### src/rtl/rsp_pkg.sv
package rsp_pkg;

    localparam int unsigned PAYLOAD_W = 32;
    localparam int unsigned CSUM_W    = 8;
    localparam int unsigned FRAME_W   = PAYLOAD_W + CSUM_W;
    localparam int unsigned BIT_IDX_W = $clog2(FRAME_W);

    typedef enum logic [2:0] {
        ST_IDLE,
        ST_DELAY,
        ST_ACK_LOW,
        ST_ACK_HIGH,
        ST_BIT_LOW,
        ST_BIT_HIGH,
        ST_TAIL_LOW
    } phase_e;

    typedef struct packed {
        logic [PAYLOAD_W-1:0] payload;
        logic [CSUM_W-1:0]    csum;
    } frame_t;

    function automatic logic [CSUM_W-1:0] byte_sum(input logic [PAYLOAD_W-1:0] w);
        logic [CSUM_W-1:0] acc;
        acc = '0;
        for (int i = 0; i < PAYLOAD_W / CSUM_W; i++) begin
            acc = acc + w[i*CSUM_W +: CSUM_W];
        end
        return acc;
    endfunction

    function automatic frame_t build_frame(input logic [PAYLOAD_W-1:0] w);
        frame_t f;
        f.payload = w;
        f.csum    = byte_sum(w);
        return f;
    endfunction

    function automatic int unsigned max2(input int unsigned a, input int unsigned b);
        return (a > b) ? a : b;
    endfunction

endpackage

### src/rtl/rsp_line_sync.sv
module rsp_line_sync #(
    parameter int unsigned MIN_LOW_CYC = 1000
) (
    input  logic clk,
    input  logic rst,
    input  logic line_i,
    input  logic armed_i,
    output logic start_ok_o
);
    localparam int unsigned LW = $clog2(MIN_LOW_CYC + 1);

    logic          s1_q, s2_q, prev_q;
    logic [LW-1:0] low_q;

    always_ff @(posedge clk) begin
        if (rst) begin
            s1_q   <= 1'b1;
            s2_q   <= 1'b1;
            prev_q <= 1'b1;
        end else begin
            s1_q   <= line_i;
            s2_q   <= s1_q;
            prev_q <= s2_q;
        end
    end

    // Saturating low-duration counter, cleared while a transaction runs.
    always_ff @(posedge clk) begin
        if (rst) begin
            low_q <= '0;
        end else if (!armed_i || s2_q) begin
            low_q <= '0;
        end else if (low_q != LW'(MIN_LOW_CYC)) begin
            low_q <= low_q + 1'b1;
        end
    end

    assign start_ok_o = armed_i && s2_q && !prev_q && (low_q == LW'(MIN_LOW_CYC));

endmodule

### src/rtl/rsp_phase_timer.sv
module rsp_phase_timer #(
    parameter int unsigned CNT_W = 14
) (
    input  logic             clk,
    input  logic             rst,
    input  logic             load_i,
    input  logic [CNT_W-1:0] load_val_i,
    output logic             zero_o
);
    logic [CNT_W-1:0] cnt_q;

    always_ff @(posedge clk) begin
        if (rst) begin
            cnt_q <= '0;
        end else if (load_i) begin
            cnt_q <= load_val_i;
        end else if (cnt_q != '0) begin
            cnt_q <= cnt_q - 1'b1;
        end
    end

    assign zero_o = (cnt_q == '0);

    // an expired timer stays expired until the next phase reloads it
    assert_timer_no_wrap_R3: assert property (@(posedge clk) disable iff (rst)
        (cnt_q == '0 && !load_i) |=> (cnt_q == '0));

endmodule

### src/rtl/rsp_frame_shreg.sv
module rsp_frame_shreg
    import rsp_pkg::*;
(
    input  logic                 clk,
    input  logic                 rst,
    input  logic                 load_i,
    input  logic                 shift_i,
    input  logic [PAYLOAD_W-1:0] payload_i,
    output logic                 msb_o
);
    frame_t frame_q;

    always_ff @(posedge clk) begin
        if (rst) begin
            frame_q <= '0;
        end else if (load_i) begin
            frame_q <= build_frame(payload_i);
        end else if (shift_i) begin
            frame_q <= {frame_q[FRAME_W-2:0], 1'b0};
        end
    end

    assign msb_o = frame_q[FRAME_W-1];

    // the captured frame only changes on capture or shift, never from the input
    assert_frame_hold_R9: assert property (@(posedge clk) disable iff (rst)
        (!load_i && !shift_i) |=> $stable(frame_q));

endmodule

### src/rtl/sensor_pulse_responder.sv
module sensor_pulse_responder
    import rsp_pkg::*;
#(
    parameter int unsigned DELAY_CYC     = 1300,
    parameter int unsigned ACK_LOW_CYC   = 8300,
    parameter int unsigned ACK_HIGH_CYC  = 8700,
    parameter int unsigned BIT_LOW_CYC   = 5400,
    parameter int unsigned ONE_HIGH_CYC  = 7100,
    parameter int unsigned ZERO_HIGH_CYC = 2400,
    parameter int unsigned TAIL_LOW_CYC  = 5400,
    parameter int unsigned MIN_START_CYC = 1000
) (
    input  logic                 clk,
    input  logic                 rst,
    input  logic                 line_in,
    input  logic [PAYLOAD_W-1:0] payload_i,
    output logic                 pull_low_o,
    output logic                 busy_o
);
    localparam int unsigned MAX_A = max2(max2(DELAY_CYC, ACK_LOW_CYC), max2(ACK_HIGH_CYC, BIT_LOW_CYC));
    localparam int unsigned MAX_B = max2(max2(ONE_HIGH_CYC, ZERO_HIGH_CYC), TAIL_LOW_CYC);
    localparam int unsigned CNT_W = $clog2(max2(MAX_A, MAX_B) + 1);

    phase_e               state_q, state_d;
    logic [BIT_IDX_W-1:0] bit_q;
    logic                 start_ok, tmr_zero, tmr_load, cap, shf, bit_inc, cur_bit;
    logic [CNT_W-1:0]     tmr_val;

    rsp_line_sync #(.MIN_LOW_CYC(MIN_START_CYC)) u_sync (
        .clk       (clk),
        .rst       (rst),
        .line_i    (line_in),
        .armed_i   (state_q == ST_IDLE),
        .start_ok_o(start_ok)
    );

    rsp_phase_timer #(.CNT_W(CNT_W)) u_timer (
        .clk       (clk),
        .rst       (rst),
        .load_i    (tmr_load),
        .load_val_i(tmr_val),
        .zero_o    (tmr_zero)
    );

    rsp_frame_shreg u_frame (
        .clk      (clk),
        .rst      (rst),
        .load_i   (cap),
        .shift_i  (shf),
        .payload_i(payload_i),
        .msb_o    (cur_bit)
    );

    always_comb begin
        state_d  = state_q;
        tmr_load = 1'b0;
        tmr_val  = '0;
        cap      = 1'b0;
        shf      = 1'b0;
        bit_inc  = 1'b0;
        unique case (state_q)
            ST_IDLE: if (start_ok) begin
                state_d  = ST_DELAY;
                tmr_load = 1'b1;
                tmr_val  = CNT_W'(DELAY_CYC - 1);
                cap      = 1'b1;
            end
            ST_DELAY: if (tmr_zero) begin
                state_d  = ST_ACK_LOW;
                tmr_load = 1'b1;
                tmr_val  = CNT_W'(ACK_LOW_CYC - 1);
            end
            ST_ACK_LOW: if (tmr_zero) begin
                state_d  = ST_ACK_HIGH;
                tmr_load = 1'b1;
                tmr_val  = CNT_W'(ACK_HIGH_CYC - 1);
            end
            ST_ACK_HIGH: if (tmr_zero) begin
                state_d  = ST_BIT_LOW;
                tmr_load = 1'b1;
                tmr_val  = CNT_W'(BIT_LOW_CYC - 1);
            end
            ST_BIT_LOW: if (tmr_zero) begin
                state_d  = ST_BIT_HIGH;
                tmr_load = 1'b1;
                tmr_val  = cur_bit ? CNT_W'(ONE_HIGH_CYC - 1) : CNT_W'(ZERO_HIGH_CYC - 1);
            end
            ST_BIT_HIGH: if (tmr_zero) begin
                shf      = 1'b1;
                tmr_load = 1'b1;
                if (bit_q == BIT_IDX_W'(FRAME_W - 1)) begin
                    state_d = ST_TAIL_LOW;
                    tmr_val = CNT_W'(TAIL_LOW_CYC - 1);
                end else begin
                    state_d = ST_BIT_LOW;
                    tmr_val = CNT_W'(BIT_LOW_CYC - 1);
                    bit_inc = 1'b1;
                end
            end
            ST_TAIL_LOW: if (tmr_zero) begin
                state_d = ST_IDLE;
            end
            default: state_d = ST_IDLE;
        endcase
    end

    always_ff @(posedge clk) begin
        if (rst) begin
            state_q <= ST_IDLE;
            bit_q   <= '0;
        end else begin
            state_q <= state_d;
            if (cap)          bit_q <= '0;
            else if (bit_inc) bit_q <= bit_q + 1'b1;
        end
    end

    assign busy_o     = (state_q != ST_IDLE);
    assign pull_low_o = (state_q == ST_ACK_LOW) || (state_q == ST_BIT_LOW) ||
                        (state_q == ST_TAIL_LOW);

    // busy only rises after the qualifier has accepted a request
    assert_accept_R1: assert property (@(posedge clk) disable iff (rst)
        $rose(busy_o) |-> $past(start_ok));

    // the first busy cycle leaves the line released
    assert_delay_first_R2: assert property (@(posedge clk) disable iff (rst)
        $rose(busy_o) |-> !pull_low_o);

    // a phase never moves on while its timer is still running
    assert_phase_hold_R3: assert property (@(posedge clk) disable iff (rst)
        (state_q != ST_IDLE && !tmr_zero) |=> $stable(state_q));

    // the bit index never passes the last frame bit
    assert_bit_range_R6: assert property (@(posedge clk) disable iff (rst)
        bit_q <= BIT_IDX_W'(FRAME_W - 1));

    // when busy falls the line is already released
    assert_tail_release_R8: assert property (@(posedge clk) disable iff (rst)
        $fell(busy_o) |-> !pull_low_o);

    // a transaction only ends from the trailer phase
    assert_busy_until_tail_R10: assert property (@(posedge clk) disable iff (rst)
        $fell(busy_o) |-> $past(state_q == ST_TAIL_LOW));

endmodule

### config.mk
export PLATFORM = sky130hd
export DESIGN_NAME = sensor_pulse_responder
export DESIGN_NICKNAME = d
export VERILOG_FILES = /design/src/rtl/rsp_pkg.sv /design/src/rtl/rsp_line_sync.sv /design/src/rtl/rsp_phase_timer.sv /design/src/rtl/rsp_frame_shreg.sv /design/src/rtl/sensor_pulse_responder.sv
export SDC_FILE = /design/constraint.sdc
export NUM_CORES = 1
export LEC_CHECK = 0
export CAP_MARGIN = 5
export CORE_MARGIN = 2
export CORE_UTILIZATION = 53
export DETAILED_ROUTE_END_ITERATION = 8
export HOLD_SLACK_MARGIN = 0.06
export PLACE_DENSITY = 0.77
export SLEW_MARGIN = 20
export SYNTH_ARGS = -nofsm -noshare
export SYNTH_HDL_FRONTEND = slang
export SYNTH_SLANG_ARGS = --single-unit
### constraint.sdc
create_clock -name clk -period 2.83 [get_ports clk]
set_input_delay 0.283 -clock clk [delete_from_list [all_inputs] [get_ports clk]]
set_output_delay 0.283 -clock clk [all_outputs]
set_load 0.03 [all_outputs]
-- Word level (Yosys, flattened, before mapping)
Cells that the tools add are included.
- bits in registers: 76
- bits in latches: 0
- memory bits (writable): 0
- ROM bits: 0
- output and inout bits: 2
- word-level logic and storage cells: 78
- memories kept: 0
- add/sub/neg operators: 6
- multipliers: 0
- div/mod/pow operators: 0
- order comparisons: 0
- equal/unequal tests: 16
- shift operators: 0
- mux-type cells: 28
- bitwise gates (word level): 0
- reductions and logical operators: 19
- operators with widths (cell ; count):
    $mux 40 ; 2
    $pmux 14 s5 ; 1
    $mux 14 ; 4
    $mux 13 ; 3
    $add 8x8->8 ; 3
    $mux 3 ; 7
    $pmux 3 s7 ; 1
    $logic_not 14->1 ; 1
    $ne 2x2->1 const B ; 7
    $reduce_bool 14->1 ; 1
    $sub 14x1->14 const B ; 1
    $mux 11 ; 1
    $add 10x1->10 const B ; 1
    $eq 10x10->1 const B ; 1
    $ne 10x10->1 const B ; 1
    $eq 3x3->1 const B ; 3
    $mux 1 ; 7
    $reduce_and 7->1 ; 1
    $add 6x1->6 const B ; 1
    $eq 3x2->1 const B ; 2
    $eq 6x6->1 const B ; 1
    $reduce_or 2->1 ; 3
    $reduce_or 5->1 ; 1
    $reduce_bool 2->1 ; 2
    8 further kinds ; 13

-- Longest topological paths before layout
Gate-level depths: netlist (run 1).
- word-level depth: 7
- mapped depth: 13
- mapped depth without buffers: 13

-- Modules after synthesis
From an unflattened synthesis (run 1), not the netlist that was laid out.
- cells, all modules: 545
- area total of the unflattened synthesis: 4623.2 um^2
- by module, submodules not included (module ; instances ; cells each ; area an instance (um^2) ; sequential area each (um^2)):
    rsp_frame_shreg ; 1 ; 272 ; 2421.1 ; 800.8
    rsp_phase_timer ; 1 ; 109 ; 887.1 ; 280.3
    sensor_pulse_responder ; 1 ; 102 ; 747.0 ; 180.2
    rsp_line_sync ; 1 ; 62 ; 568.0 ; 260.2

-- Worst setup path after synthesis (run 1)
OpenSTA, ideal clock, no wires.
- kind: input-to-reg
- start point: input payload_i[1]
- end point: register u_frame.frame_q[5] (netlist bit)
- library setup time: 0.146 ns
- arrival: 2.587 ns
- data required time: 2.684 ns
- path slack: 0.098 ns
- stages on the path: 12
- path buffers: 0
- cell sequence: inv_1 -> fa_1 -> inv_1 -> fa_1 -> ha_1 -> inv_1 -> fa_1 -> nor2b_1 -> o21ai_0 -> nand3_1 -> nor3b_1 -> a211oi_2
- longest elaborated chain between the ends: 4
- RTL lines (what ; line ; source):
    start: declaration ; sensor_pulse_responder.sv:16 ; input logic [PAYLOAD_W-1:0] payload_i,
    $add 8x8->8 (3 in series) ; rsp_pkg.sv:27 ; acc = acc + w[i*CSUM_W +: CSUM_W];
    $mux 40 ; rsp_frame_shreg.sv:16 ; end else if (load_i) begin
    end signal: assignment ; rsp_frame_shreg.sv:17 ; frame_q <= build_frame(payload_i);
    end signal: assignment ; rsp_frame_shreg.sv:19 ; frame_q <= {frame_q[FRAME_W-2:0], 1'b0};
    end: declaration ; rsp_frame_shreg.sv:11 ; frame_t frame_q;
No other way between the ends.
A chain may end at the register's enable or synchronous reset.

-- Final worst setup path (run 1)
- start point: input payload_i[10]
- end point: register u_frame.frame_q[5] (netlist bit)
Same word-level chain as after synthesis.

==> run metrics, run 1 <==
vias in the first global route 3,564; Synth Register Bits 76; Final WS setup 0.0633 ns; via count 3,528; Most used DFF post-synth dfxtp_1; status finished clean; EDFF count, synth 0; sequential area share after synthesis 33.0%; CTS tree yes; row count 34; total of max-cap violations 0; Final Instance Area 0.00542 sq mm; Net Count, Synth 557; top cell type's share of synthesized area 33.0%; nets@finish 601; CTS buffer count 9; Async S/R FF share, synth 0%; Slowest-stage cell, CP clkdlybuf4s50_1; post-place setup slack -0.562 ns; Clk Latency, worst-skew pair 0.35 ns; Initial Util 53.6%; total gr overflow 0; Hold Crit Class in -> reg; Total GRT Usage 20.9%; CP Launch Point payload_i[10]; Buffers on Ports 36; CP arrival 3.03 ns; commonest non-fill, non-tap cell in the layout dfxtp_1; HP Start rst; final hold vios 0; Die H 97.2 microns; Top delay family on crit path adder cells; post-synthesis cell area 0.00461 sq mm; Clock Sinks 76; Fmax 361 MHz; Starting DRT DRC Count 203; worst path bufs/invs 4; Die Wd 97.2 microns; die area 0.00945 sq mm; gpl congestion 0.891; H-tree depth 3; Placed Area 0.00510 sq mm; synthesized area per cell 9.29 sq um; diode count 0; Worst R2R Start u_sync.low_q[0]; largest net degree at the start of global routing 42; via density per instance 5.40; static leakage 2.10 nW; Design Power 3.38 mW; max_slew headroom 56.6%; Mapped Cells 496; cell taking the most area after synthesis dfxtp_1; Synth area leaders dfxtp_1 33%, a211oi_2 10%, mux2i_1 8.3%; Yosys Warn Count 0; CP max stage delay 0.48 ns; final setup vio count 0; Worst setup SP type input pin; max-slew violations 0; most frequent cells in the layout 76 x dfxtp_1, 72 x nor2_1, 41 x inv_1; Initial DRT Pass Iterations 6; clock-pin slew on the worst setup and hold paths 0.08 ns; fraction of layout cells with a size suffix above 1 18.3%; Final Critical Period 2.77 ns; skew final 0.0122 ns; post-detail-place hpwl 6870 microns; Routed Antenna Nets 0; boundary pin count 37; total wire length 9480 microns; clk buf depth 2; area grow syn2layout 17.6%; RSZ-0062 raised after global routing yes; area of the core 0.00859 sq mm; Distinct cells, synth 56; Slew @ Worst Pin 0.651 ns; Max IR drop VDD 289 uV; WS Path Type in -> reg; Fin Hold WS 0.246 ns; pwr/cell area 625 mW/mm^2; crit path cell chain clkdlybuf4s50_1 > inv_1 > fa_1 > fa_1 > buf_4 > buf_4 > fa_2 > nor2b_2 > o21ai_1 > a21oi_1 > nor3b_2 > a211oi_2; # DRC 0; critical path peak fanout 2; Worst Setup End Kind register; Tcrit/Tclk final 97.8%; initial antenna violation count 0; routed len/inst 14.5 microns; global-route wire length before repair 16,200 microns; root buf cell clkbuf_8; setup TNS 0 ns; Hold Buf Count CTS 0; Worst Path Required 3.10 ns
==> path summary, 6_finish.rpt <==
check	to	slack, ns	depth (start not counted)
worst max register to register	u_frame.frame_q[26]	0.43	8
worst min register to register	u_sync.s2_q	0.42	1
worst min-delay path	u_timer.cnt_q[11]	0.25	2
worst max-delay path	u_frame.frame_q[5]	0.06	12
==> logic make-up after synthesis <==
logic type | count (synthesis) | synth area share [%]
AND/OR/NAND/NOR | 153 | 16.7
AO/OA/AOI/OAI | 96 | 18.1
flip-flops | 76 | 33.0
buffers and inverters | 72 | 7.74
multiplexers | 40 | 8.75
XOR/XNOR | 33 | 6.27
adder cells (fa/ha/maj) | 26 | 9.34
==> what timing repair did <==
action	CTS	global route
gates resized for setup	7	7
buffers inserted	1	1
pin swaps	3	8
endpoints found under the setup margin	4	4
endpoints found under the hold margin	0	0
==> area by class of cell <==
cell class / count / area (sq um)
tap: 108 / 135
fill: 711 / 3180
multi-input combinational: 348 / 2760
sequential: 76 / 1520
clock inverter: 4 / 120
clock buffer: 12 / 145
timing repair buffer: 64 / 579
inverter: 41 / 154
==> power breakdown <==
group | switching (mW) | internal [mW] | leakage, nW
Combinational | 0.530 | 0.512 | 1.35
Sequential | 0.0961 | 1.15 | 0.615
Clock | 0.397 | 0.701 | 0.131
==> registers in the layout, summed over array words and instances, names as in the netlist <==
name and flops:
u_frame.frame_q 39, u_sync.prev_q 1, u_sync.low_q 10, u_timer.cnt_q 14
u_frame.msb_o 1, u_sync.s2_q 1, u_sync.s1_q 1, state_q 3
bit_q 6
==> stage by stage <==
stage / utilization [%] / instances
finish: 63.0 / 653
global route: 63.0 / 653
CTS: 62.6 / 652
detailed placement: 59.4 / 635
global placement: 59.4 / 635
floorplan: - / 496
==> worst reg2reg max path: stages, from the launching register on <==
cell      delay, ns
dfxtp_1        0.34
inv_1          0.07
ha_1           0.15
nand2_1        0.06
or3_1          0.51
or3_4          0.62
buf_4          0.30
nor2_1         0.17
a211oi_2       0.06
==> metal layers <==
metal  track usage [%]  wire length (microns)  vias up
met1              27.8                   4480     1641
li1                  -                      -     1790
met5                 0                      0        -
met2              33.7                   4500       86
met3              4.53                    388       11
met4              7.48                    112        0
==> cell usage after synthesis (3+ instances only) <==
library cell / instances
fa_1: 14
a21oi_1: 18
a211oi_1: 3
buf_2: 6
nor2_1: 72
nand4_1: 3
nor2b_1: 3
buf_6: 10
nand3_1: 7
xor2_1: 19
nor4_1: 4
or3_1: 3
clkbuf_1: 13
mux2i_1: 38
nand2b_1: 6
dfxtp_1: 76
a32oi_1: 4
a211oi_2: 37
inv_1: 41
nor3_1: 3
nand2_1: 23
nand3b_1: 4
or2_2: 4
ha_1: 12
and3_1: 6
o21ai_0: 14
xnor2_1: 14
Power figures use the tool's default switching activity.
==> inputs of run 2 (changes only) <==
Settings changed: CORE_ASPECT_RATIO set to 0.5, SKIP_LAST_GASP set to 1.
==> run metrics, run 2 (synthesis results as in run 1) <==
Slew @ Worst Pin 0.735 ns (was 0.651 ns); CTS buffer count 9 (unchanged); critical path peak fanout 4 (was 2); boundary pin count 37 (unchanged); post-detail-place hpwl 6850 microns (was 6870 microns); max FFs per register 39 (unchanged); Max IR drop VDD 369 uV (was 289 uV); Fin Hold WS 0.168 ns (was 0.246 ns); Switching Power 1.10 mW (was 1.02 mW); most frequent cells in the layout 76 x dfxtp_1, 72 x nor2_1, 39 x inv_1 (was 76 x dfxtp_1, 72 x nor2_1, 41 x inv_1); status finished clean (unchanged); area grow syn2layout 18.4% (was 17.6%); total of max-cap violations 0 (unchanged); Final Instance Area 0.00545 sq mm (was 0.00542 sq mm); Worst Path Required 3.08 ns (was 3.10 ns); fraction of layout cells with a size suffix above 1 19.3% (was 18.3%); Clk Latency, worst-skew pair 0.34 ns (was 0.35 ns); Most flops, register u_frame.frame_q (unchanged); Layout Utilization 66.5% (was 63.0%); area of the core 0.00820 sq mm (was 0.00859 sq mm); CP Launch Point payload_i[4] (was payload_i[10]); Routed Antenna Nets 0 (unchanged); clock-pin slew on the worst setup and hold paths 0.06 ns (was 0.08 ns); via density per instance 5.48 (was 5.40); Die H 69.9 microns (was 97.2 microns); row count 23 (was 34); Starting DRT DRC Count 234 (was 203); Hold Crit Class in -> reg (unchanged); gpl congestion 0.839 (was 0.891); Placed Area 0.00507 sq mm (was 0.00510 sq mm); Clk pwr share 33.7% (was 32.4%); WS Path Type in -> reg (unchanged); fin cells 650 (was 653); pwr/cell area 643 mW/mm^2 (was 625 mW/mm^2); Worst setup SP type input pin (unchanged); CP arrival 2.98 ns (was 3.03 ns); largest net degree at the start of global routing 49 (was 42); H-tree depth 3 (unchanged); vias in the first global route 3,470 (was 3,564); Initial DRT Pass Iterations 5 (was 6); Clock Sinks 76 (unchanged); Final WS setup 0.109 ns (was 0.0633 ns); DP Cell Count 634 (was 635); static leakage 2.13 nW (was 2.10 nW); die area 0.00950 sq mm (was 0.00945 sq mm); HP Start rst (unchanged); Fmax 367 MHz (was 361 MHz); setup TNS 0 ns (unchanged); initial antenna violation count 0 (unchanged); root buf cell clkbuf_16 (was clkbuf_8); final setup vio count 0 (unchanged); # DRC 0 (unchanged); diode count 0 (unchanged); total gr overflow 0 (unchanged); CTS tree yes (unchanged); switch share 31.4% (was 30.2%); max_slew headroom 51.0% (was 56.6%); skew final 0.00627 ns (was 0.0122 ns); total wire length 9890 microns (was 9480 microns); Worst Setup End Kind register (unchanged); Die Wd 136 microns (was 97.2 microns); routed len/inst 15.2 microns (was 14.5 microns); Total GRT Usage 22.0% (was 20.9%); Comb power frac 30.7% (was 30.8%); fillers 658 (was 711); Tcrit/Tclk final 96.2% (was 97.8%); Largest regs u_frame.frame_q: 39 flops, u_timer.cnt_q: 14 flops, u_sync.low_q: 10 flops (unchanged); post-place setup slack -0.686 ns (was -0.562 ns); max-slew violations 0 (unchanged); commonest non-fill, non-tap cell in the layout dfxtp_1 (unchanged); final hold vios 0 (unchanged); Reg power frac 35.6% (was 36.8%); Initial Util 56.2% (was 53.6%); global-route wire length before repair 16,500 microns (was 16,200 microns); Buffers on Ports 36 (unchanged); clk buf depth 2 (unchanged); Design Power 3.50 mW (was 3.38 mW); Final Critical Period 2.72 ns (was 2.77 ns); Power Internal 2.40 mW (was 2.36 mW); nets@finish 594 (was 601); via count 3,565 (was 3,528); Worst R2R Start u_sync.low_q[0] (unchanged)
-- run 2: cell types whose count changed in the layout (fill, tap and decap cells not counted), moves of 3 or more --
cell,change
clkbuf_2,+3
buf_4,-7
clkbuf_8,-8
clkdlybuf4s50_1,-8
dlymetal6s2s_1,+5
clkbuf_16,+9
bufinv_16,-3
-- run 2: final timing paths --
check                                            to  slack [ns]  cells past startpoint
worst max register to register  u_frame.frame_q[36]        0.37                      8
worst min-delay path                  u_sync.prev_q        0.17                      2
worst max-delay path             u_frame.frame_q[6]        0.11                     12
worst min register to register          u_sync.s2_q        0.41                      1
-- run 2: worst max-delay path, stage by stage --
cell	delay (ns)
clkdlybuf4s50_1	0.50
inv_1	0.07
fa_1	0.50
fa_1	0.52
inv_1	0.08
ha_4	0.29
o21ai_0	0.08
o21ai_1	0.16
a21oi_2	0.08
xnor2_1	0.14
nor2_1	0.06
a211oi_2	0.22
-- run 2: routing by layer --
layer  GRT usage (%)  wire length [microns]  part of all wire (%)
met1            27.9                   4520                    46
met3            5.74                    387                   3.9
met2            37.3                   4850                    49
met5               0                      0                     0
met4            5.44                    129                   1.3
-- run 2: layout make-up --
cell class	count	area, sq um	area share, %
inverter	41	154	2.82
tap	112	140	2.57
clock buffer	11	253	4.64
clock inverter	5	60.1	1.10
sequential	76	1520	27.9
multi-input combinational	348	2800	51.4
timing repair buffer	57	524	9.61
-- run 2: repair_timing --
item / in CTS / in global routing
resized for setup: 14 / 22
buffers inserted: 0 / 0
hold buffers: 0 / 0
pin swaps: 11 / 16
setup endpoints to repair: 4 / 4
-- run 2: power groups by stage --
stage	clock (mW)	combinational, mW	sequential, mW
2_1_floorplan	0	0.721	1.25
3_3_place_gp	0	0.952	1.26
3_5_place_dp	0	0.989	1.27
4_1_cts	1.20	1.02	1.25
5_1_grt	1.25	1.20	1.26
6_report	1.18	1.08	1.25
==> inputs of run 3 (changes only) <==
Settings changed: CELL_PAD_IN_SITES_DETAIL_PLACEMENT set to 0, CELL_PAD_IN_SITES_GLOBAL_PLACEMENT set to 1, CORE_UTILIZATION 53 to 41, PLACE_DENSITY 0.77 to unset, PLACE_DENSITY_LB_ADDON set to 0.1.
==> run metrics, run 3 (synthesis results as in run 1) <==
status finished clean (unchanged); CTS tree yes (unchanged); root buf cell clkbuf_16 (unchanged); die area 0.0122 sq mm (was 0.00950 sq mm); Die Wd 154 microns (was 136 microns); routed len/inst 14.6 microns (was 15.2 microns); Clock Sinks 76 (unchanged); area grow syn2layout 19.1% (was 18.4%); CTS buffer count 9 (unchanged); initial antenna violation count 0 (unchanged); FF-to-FF setup slack 0.48 ns (was 0.37 ns); Largest regs u_frame.frame_q: 39 flops, u_timer.cnt_q: 14 flops, u_sync.low_q: 10 flops (unchanged); max-slew violations 0 (unchanged); worst r2r dst u_frame.frame_q[30] (was u_frame.frame_q[36]); H-tree depth 3 (unchanged); clock-pin slew on the worst setup and hold paths 0.06 ns (about the same); diode count 0 (unchanged); Hold Path Stages 2 (unchanged); critical path peak fanout 2 (was 4); Clk Latency, worst-skew pair 0.34 ns (about the same); Worst setup SP type input pin (unchanged); Worst R2R Start u_timer.cnt_q[0] (was u_sync.low_q[0]); via count 3,466 (was 3,565); pwr/cell area 629 mW/mm^2 (was 643 mW/mm^2); Final Critical Period 2.73 ns (was 2.72 ns); static leakage 2.11 nW (was 2.13 nW); Final WS setup 0.101 ns (was 0.109 ns); fraction of layout cells with a size suffix above 1 18.4% (was 19.3%); # DRC 0 (unchanged); nets@finish 599 (was 594); final hold vios 0 (unchanged); Buffers on Ports 36 (unchanged); Reg2Reg Depth 8 (unchanged); clk buf depth 2 (unchanged); HP Start rst (unchanged); via density per instance 5.04 (was 5.48); post-detail-place hpwl 7300 microns (was 6850 microns); Worst Setup End Kind register (unchanged); Worst Path Required 3.06 ns (was 3.08 ns); max FFs per register 39 (unchanged); Hold Buf Count CTS 0 (unchanged); Fmax 366 MHz (was 367 MHz); post-place setup slack -0.516 ns (was -0.686 ns); final setup vio count 0 (unchanged); gpl congestion 0.800 (was 0.839); fin cells 688 (was 650); Design Power 3.45 mW (was 3.50 mW); Tcrit/Tclk final 96.4% (was 96.2%); Total GRT Usage 18.0% (was 22.0%); CP arrival 2.95 ns (was 2.98 ns); max_slew headroom 55.9% (was 51.0%); boundary pin count 37 (unchanged); Routed Antenna Nets 0 (unchanged); Hold Crit Class in -> reg (unchanged); Worst Hold End u_timer.cnt_q[11] (was u_sync.prev_q); skew final 0.00899 ns (was 0.00627 ns); Initial DRT Pass Iterations 4 (was 5); Max IR drop VDD 287 uV (was 369 uV); Slew @ Worst Pin 0.662 ns (was 0.735 ns); Most flops, register u_frame.frame_q (unchanged); total gr overflow 0 (unchanged); Initial Util 42.0% (was 56.2%); total of max-cap violations 0 (unchanged); Starting DRT DRC Count 173 (was 234); DP Cell Count 671 (was 634); vias in the first global route 3,479 (was 3,470); largest net degree at the start of global routing 48 (was 49); WS Path Type in -> reg (unchanged); most frequent cells in the layout 76 x dfxtp_1, 72 x nor2_1, 40 x inv_1 (was 76 x dfxtp_1, 72 x nor2_1, 39 x inv_1); global-route wire length before repair 17,300 microns (was 16,500 microns); Die H 79.0 microns (was 69.9 microns); area of the core 0.0110 sq mm (was 0.00820 sq mm); commonest non-fill, non-tap cell in the layout dfxtp_1 (unchanged); total wire length 10,000 microns (was 9890 microns); row count 27 (was 23)
## run 3: repair_timing
action                                  4_1_cts  5_1_grt
setup buffers                                 1        0
gates resized for setup                       7       12
pin swaps                                     3       10
endpoints found under the setup margin        3        3
## run 3: how the worst max path moves through the flow
stage	from	to	slack [ns]	depth (start not counted)
after floorplan	payload_i[1]	u_frame.frame_q[5]	0.1	12
after global routing	payload_i[2]	u_frame.frame_q[6]	-0.02	12
after detailed placement	payload_i[9]	u_frame.frame_q[5]	-0.52	13
after CTS	payload_i[3]	u_frame.frame_q[6]	0.003	12
final	payload_i[16]	u_frame.frame_q[7]	0.10	12
after global placement	payload_i[1]	u_frame.frame_q[5]	-0.48	13
## run 3: where the power goes
part	total [mW]	internal (mW)	switching, mW	leakage, nW
sequential	1.25	1.15	0.0948	0.615
combinational	1.08	0.533	0.542	1.36
clock	1.13	0.670	0.459	0.140
total	3.45	2.35	1.10	2.11
## run 3: stage by stage
stage	utilization (%)	instance area, sq um	TNS, ns	hold WS, ns
3_5_place_dp	46.7	5130	-2.15	0.404
3_3_place_gp	46.7	5130	-1.99	0.397
5_1_grt	50.0	5490	-0.0207	0.284
6_report	50.0	5490	0	0.261
2_1_floorplan	-	4610	0	0.387
4_1_cts	49.5	5430	0	0.256
## run 3: area by class of cell
type	instances	area (sq um)
Clock buffer	14	274
Clock inverter	2	16.3
Fill cell	1064	5490
Inverter	41	154
Multi-Input combinational cell	348	2780
Sequential cell	76	1520
Tap cell	145	181
Timing Repair Buffer	62	557
## run 3: routing by layer
| metal | vias up | GRT usage (%) | part of all wire (%) |
|---|---|---|---|
| met1 | 1611 | 24.4 | 52 |
| met2 | 54 | 28.3 | 43 |
| met3 | 8 | 4.75 | 3.6 |
| li1 | 1793 | - | - |
| met5 | - | 0 | 0 |
| met4 | 0 | 5.70 | 1.2 |
## run 3: worst max-delay path, cell delays in order
cell and delay (ns):
clkdlybuf4s50_1 0.47, fa_1 0.41, fa_1 0.50, ha_2 0.18, inv_1 0.06, fa_2 0.41, nor2b_4 0.13, nor3_2 0.04
o21bai_1 0.13, a21oi_1 0.09, xnor2_1 0.16, a21oi_1 0.08
